===== src/rtl/mbs_pkg.sv =====
package mbs_pkg;
  localparam int SUB_SIDE   = 8;
  localparam int SUB_COUNT  = 6;
  localparam int SMP_W      = $clog2(SUB_SIDE * SUB_SIDE);
  localparam int SUB_W      = $clog2(SUB_COUNT);
  localparam int POS_W      = SUB_W + SMP_W;
  localparam int MB_BYTES   = SUB_COUNT * SUB_SIDE * SUB_SIDE;

  typedef enum logic [1:0] {ST_IDLE, ST_SEND, ST_DONE} seqState_e;

  typedef struct packed {
    logic             capture;
    logic [POS_W-1:0] bytePos;
  } seqCtl_t;
endpackage


===== src/rtl/mbs_ctrl.sv =====
module mbs_ctrl
  import mbs_pkg::*;
#(
  parameter int PIX_DIV  = 2,
  parameter int IDLE_GAP = 2,
  parameter int DEADLINE = 1871
) (
  input  logic    clk,
  input  logic    rstN,
  input  logic    reqIn,
  output seqCtl_t ctl,
  output logic    errFlag
);
  localparam int STRIDE = PIX_DIV + IDLE_GAP;
  localparam int PH_W   = $clog2(STRIDE);
  localparam int EL_W   = $clog2(DEADLINE + 1);
  localparam logic [POS_W-1:0] LAST_POS = POS_W'(MB_BYTES - 1);

  generate
    if (PIX_DIV < 2) begin : g_badDiv
      $error("PIX_DIV must be at least 2");
    end
    if (1 + MB_BYTES * STRIDE > DEADLINE) begin : g_badRate
      $error("byte period too long for the macroblock deadline");
    end
  endgenerate

  seqState_e        state;
  logic [PH_W-1:0]  phase;
  logic [POS_W-1:0] bytePos;
  logic [EL_W-1:0]  elapsed;
  logic             capture;

  assign capture = (state == ST_SEND) && reqIn && (phase == '0);
  assign ctl.capture = capture;
  assign ctl.bytePos = bytePos;

  always_ff @(posedge clk) begin
    if (!rstN) begin
      state   <= ST_IDLE;
      phase   <= '0;
      bytePos <= '0;
      elapsed <= '0;
      errFlag <= 1'b0;
    end else begin
      unique case (state)
        ST_IDLE: begin
          if (reqIn) begin
            state   <= ST_SEND;
            phase   <= '0;
            bytePos <= '0;
            elapsed <= '0;
            errFlag <= 1'b0;
          end
        end
        ST_SEND: begin
          elapsed <= elapsed + 1'b1;
          if (!reqIn) begin
            state   <= ST_IDLE;
            errFlag <= 1'b1;
          end else begin
            phase <= (phase == PH_W'(STRIDE - 1)) ? '0 : phase + 1'b1;
            if (phase == '0) begin
              if (bytePos == LAST_POS) state <= ST_DONE;
              else bytePos <= bytePos + 1'b1;
            end
          end
        end
        ST_DONE: begin
          if (!reqIn) state <= ST_IDLE;
        end
        default: state <= ST_IDLE;
      endcase
    end
  end

  // an early withdrawal ends the transfer and raises the error flag
  a_r9_abort_flags: assert property (@(posedge clk) disable iff (!rstN)
    (state == ST_SEND && !reqIn) |=> (state == ST_IDLE && errFlag));

  // a request held high after completion does not restart the transfer
  a_r10_no_restart: assert property (@(posedge clk) disable iff (!rstN)
    (state == ST_DONE && reqIn) |=> (state == ST_DONE));

  // the last byte moves the sequencer to completion
  a_r2_last_byte_done: assert property (@(posedge clk) disable iff (!rstN)
    (capture && bytePos == LAST_POS) |=> (state == ST_DONE));

  // a transfer never runs past the deadline
  a_r8_deadline: assert property (@(posedge clk) disable iff (!rstN)
    (state == ST_SEND) |-> (elapsed < EL_W'(DEADLINE)));
endmodule


===== src/rtl/mbs_datapath.sv =====
module mbs_datapath
  import mbs_pkg::*;
#(
  parameter int DATA_W = 8
) (
  input  logic              clk,
  input  logic              rstN,
  input  seqCtl_t           ctl,
  output logic [POS_W-1:0]  rdAddr,
  input  logic [DATA_W-1:0] rdData,
  output logic [DATA_W-1:0] pixData,
  output logic              pixStrobe
);
  localparam int ROW_W = $clog2(SUB_SIDE);

  logic [SUB_W-1:0] subIdx;
  logic [SMP_W-1:0] smpIdx;

  assign subIdx = ctl.bytePos[POS_W-1:SMP_W];
  assign smpIdx = ctl.bytePos[SMP_W-1:0];

  // luma quadrant: {0, vertical half, row, horizontal half, col}
  // chroma plane:  {1, plane, sample}
  always_comb begin
    if (!subIdx[2])
      rdAddr = {1'b0, subIdx[1], smpIdx[SMP_W-1:ROW_W], subIdx[0], smpIdx[ROW_W-1:0]};
    else
      rdAddr = {2'b10, subIdx[0], smpIdx};
  end

  always_ff @(posedge clk) begin
    if (!rstN) begin
      pixData   <= '0;
      pixStrobe <= 1'b0;
    end else begin
      pixStrobe <= ctl.capture;
      if (ctl.capture) pixData <= rdData;
    end
  end

  // strobes are never back to back
  a_r6_no_back_to_back: assert property (@(posedge clk) disable iff (!rstN)
    pixStrobe |=> !pixStrobe);

  // data does not move without a strobe
  a_r7_hold_data: assert property (@(posedge clk) disable iff (!rstN)
    !pixStrobe |=> (pixStrobe || $stable(pixData)));
endmodule


===== src/rtl/mbs_pixel_feeder.sv =====
module mbs_pixel_feeder
  import mbs_pkg::*;
#(
  parameter int DATA_W   = 8,
  parameter int PIX_DIV  = 2,
  parameter int IDLE_GAP = 2,
  parameter int DEADLINE = 1871
) (
  input  logic              clk,
  input  logic              rstN,
  input  logic              reqIn,
  output logic [8:0]        rdAddr,
  input  logic [DATA_W-1:0] rdData,
  output logic [DATA_W-1:0] pixData,
  output logic              pixStrobe,
  output logic              errFlag
);
  seqCtl_t ctl;

  mbs_ctrl #(
    .PIX_DIV (PIX_DIV),
    .IDLE_GAP(IDLE_GAP),
    .DEADLINE(DEADLINE)
  ) ctrl_i (
    .clk    (clk),
    .rstN   (rstN),
    .reqIn  (reqIn),
    .ctl    (ctl),
    .errFlag(errFlag)
  );

  mbs_datapath #(
    .DATA_W(DATA_W)
  ) dp_i (
    .clk      (clk),
    .rstN     (rstN),
    .ctl      (ctl),
    .rdAddr   (rdAddr),
    .rdData   (rdData),
    .pixData  (pixData),
    .pixStrobe(pixStrobe)
  );
endmodule


===== config.mk =====
export PLATFORM = sky130hd
export DESIGN_NAME = mbs_pixel_feeder
export DESIGN_NICKNAME = d
export VERILOG_FILES = /design/src/rtl/mbs_pkg.sv /design/src/rtl/mbs_ctrl.sv /design/src/rtl/mbs_datapath.sv /design/src/rtl/mbs_pixel_feeder.sv
export SDC_FILE = /design/constraint.sdc
export NUM_CORES = 1
export LEC_CHECK = 0
export ABC_AREA = 1
export BUFFER_PORTS_ARGS = -buffer_cell sky130_fd_sc_hd__buf_4
export CAP_MARGIN = 20
export CORE_ASPECT_RATIO = 1.25
export CORE_MARGIN = 5
export CORE_UTILIZATION = 51
export CTS_CLUSTER_DIAMETER = 60
export DETAILED_ROUTE_END_ITERATION = 7
export PLACE_DENSITY = 0.82
export REMOVE_ABC_BUFFERS = 1
export SYNTH_ARGS = -nofsm -noshare
export SYNTH_HDL_FRONTEND = slang
export SYNTH_SLANG_ARGS = --single-unit

===== constraint.sdc =====
create_clock -name clk -period 1.83 [get_ports clk]
set_input_delay 0.183 -clock clk [delete_from_list [all_inputs] [get_ports clk]]
set_output_delay 0.183 -clock clk [all_outputs]
set_load 0.03 [all_outputs]

==> results.json <==
{
  "status": "completed",
  "power_frac_comb_pct": 13.8,
  "synth.area.mux_share_pct": 0,
  "cts_resized": 0,
  "drc": 0,
  "wl_per_cell_microns": 11.9,
  "grt-ovfl-total": 0,
  "setup_viol": 0,
  "r2r_cells": 8,
  "synthSimpleGateAreaFrac_pct": 35.4,
  "diodes": 0,
  "endpoint_kind": "register",
  "cts_buffers": 3,
  "grt_pass1_vias": 1102,
  "cts_tree": "done",
  "dr.pass1.iters": 4,
  "vias_per_cell": 5.09,
  "slew_violations": 0,
  "final_area_sq_mm": 0.00139,
  "dr_total_vias": 1114,
  "synth_top_family_by_area": "simple AND/OR/NAND/NOR gates",
  "internal_power_w": 0.000642,
  "ys_seq_area_share_pct": 39.9,
  "avgSynthCellArea_sq_um": 7.17,
  "synth.top_cell.area_share_pct": 39.9,
  "rows": 19,
  "num_io_pins": 30,
  "grt_max_degree": 15,
  "yosys.area.top_type": "dfxtp_1",
  "timing.rr.start": "ctrl_i.bytePos[0]",
  "peakVddDrop_uv": 476,
  "nFillCells": 205,
  "antenna_found_initial": 0,
  "postRouteAntennaNets": 0,
  "p_leak_nw": 0.597,
  "core_sq_mm": 0.00219,
  "port_buffers": 29,
  "path_max_fanout": 7,
  "crit_path_start_kind": "register",
  "utilization_pct": 63.6,
  "critical_path_arrival_ns": 1.77,
  "crit_start": "ctrl_i.bytePos[0]",
  "grt_usage_pct": 17.8,
  "switching_share_pct": 27.2,
  "worst_slew_pin_slew_ns": 0.327,
  "met1_usage_pct": 20.9,
  "switchingPower_w": 0.000240,
  "skew_ns": 0.00397,
  "period_minus_slack_ns": 1.54,
  "p_seq_share_pct": 59.3,
  "drt-total-wl_microns": 2610,
  "root_buffer": "clkbuf_4",
  "clockBufferDepth": 2,
  "synth_seq_cells": 23,
  "holdCritStartpoint": "rdData[7]",
  "hold_depth": 3,
  "slew_headroom_pct": 78.2,
  "ys_warn_count": 0,
  "layout_common_cells": "nand2_1, buf_4, dfxtp_1",
  "grt_pass1_wl_microns": 4620,
  "cap_violations": 0,
  "area_delta_synth_final_pct": 20.5,
  "syn-instance-count": 161,
  "worstHoldPathType": "input port to register",
  "pwr-share-clk_pct": 26.8,
  "drive_gt1_share_pct": 24.5,
  "grt_setup_unrepaired": "false",
  "die_h_microns": 63.2,
  "final_nets": 203,
  "fmaxAchievable_mhz": 651,
  "synth_area_leaders": "dfxtp_1, nand2_1, a21oi_1",
  "initialDrtViolationCount": 31,
  "setup_ws_ns": 0.293,
  "synthAdderAreaFrac_pct": 3.25,
  "clk_latency_ns": 0.32,
  "die_area_sq_mm": 0.00332,
  "mappedNetlistArea_sq_mm": 0.00115,
  "busiest_layer": "met2",
  "synth_compound_area_share_pct": 11.7,
  "ctsHoldBuffers": 0,
  "path_clk_slew_ns": 0.12,
  "setup-tns-final_ns": 0,
  "grtUsageMet3_pct": 4.01,
  "critPathKind": "register to register",
  "cts_sinks": 23,
  "layout_commonest_cell": "nand2_1",
  "htree_num_levels": 1,
  "holdWs_ns": 0.0926,
  "met2_usage_pct": 29.7,
  "die_w_microns": 52.6,
  "place_ws_ns": 0.332,
  "powerDensity_mw_per_mm2": 634,
  "synth-xor-area-share_pct": 0.758,
  "dp_hpwl_microns": 2070,
  "required_ns": 2.06,
  "period_share_pct": 84.0,
  "placed_area_sq_mm": 0.00136,
  "start_util_pct": 52.8,
  "post_cts_buffers": 0,
  "place_congestion": 0.908,
  "hold_viol": 0,
  "synth.distinct_cells": 22
}
-- layer usage --
| metal | up-vias | wire length, microns |
|---|---|---|
| met4 | 0 | 44 |
| met3 | 5 | 192 |
| li1 | 570 | - |
| met2 | 48 | 1300 |
| met5 | - | 0 |
| met1 | 491 | 1080 |
-- registers in the layout, summed over array words and instances, names as in the netlist --
register / cells
ctrl_i.phase: 2
ctrl_i.state: 2
dp_i.pixStrobe: 1
ctrl_i.errFlag: 1
dp_i.pixData: 8
ctrl_i.bytePos: 9
-- area by class of cell --
type	instances	area [sq um]	share of cell area (%)
clock buffer	3	22.5	1.62
inverter	15	56.3	4.05
tap	31	38.8	2.79
timing repair buffer	29	218	15.6
sequential	23	460	33.1
clock inverter	1	5.00	0.360
multi-input combinational	117	591	42.4
-- power groups by stage --
stage / combinational [W] / clock (W) / sequential, W
after floorplan: 0.0000512 / 0 / 0.000554
after global placement: 0.000119 / 0 / 0.000533
after detailed placement: 0.000123 / 0 / 0.000534
after CTS: 0.000123 / 0.000248 / 0.000523
after global routing: 0.000134 / 0.000272 / 0.000525
final: 0.000122 / 0.000236 / 0.000523
-- synth_stat cells --
library cell  instances
a21oi_1              20
buf_4                 4
clkbuf_1              1
clkbuf_8              1
clkinv_1              1
dfxtp_1              23
ha_1                  3
inv_1                12
inv_2                 2
nand2_1              42
nand2_2               4
nand2_4               2
nand3_1              10
nand3_2               1
nand4_1               3
nor2_1               19
nor2_4                2
nor2_8                1
nor3_1                1
o21ai_0               7
or2_2                 1
xor2_1                1
-- stage by stage --
step | cells | power (W)
floorplan | 155 | 0.000606
global placement | 215 | 0.000653
global route | 219 | 0.000931
detailed placement | 215 | 0.000657
CTS | 219 | 0.000895
finish | 219 | 0.000881
-- final timing paths --
kind                       endpoint  slack, ns
hold reg to reg     dp_i.pixData[7]       0.47
setup reg to reg  ctrl_i.bytePos[6]       0.29
hold / removal      dp_i.pixData[7]       0.09
setup / recovery  ctrl_i.bytePos[6]       0.29
-- worst max-delay path, cell delays in order, from the launching register on --
cell	delay (ns)
dfxtp_1	0.45
ha_1	0.20
nand2_1	0.14
nor2_4	0.17
nand2_2	0.09
nand2_4	0.11
nand2_4	0.09
a21oi_1	0.15
nor2_1	0.05
-- kinds of logic (layout without fill, tap and decap cells) --
| kind of cell | after synthesis | count (layout) |
|---|---|---|
| AND/OR/NAND/NOR | 86 | 86 |
| buffers and inverters | 21 | 48 |
| adder cells (fa/ha/maj) | 3 | 3 |
| AO/OA/AOI/OAI | 27 | 27 |
| flip-flops | 23 | 23 |
| XOR/XNOR | 1 | 1 |
Power figures use the tool's default switching activity.
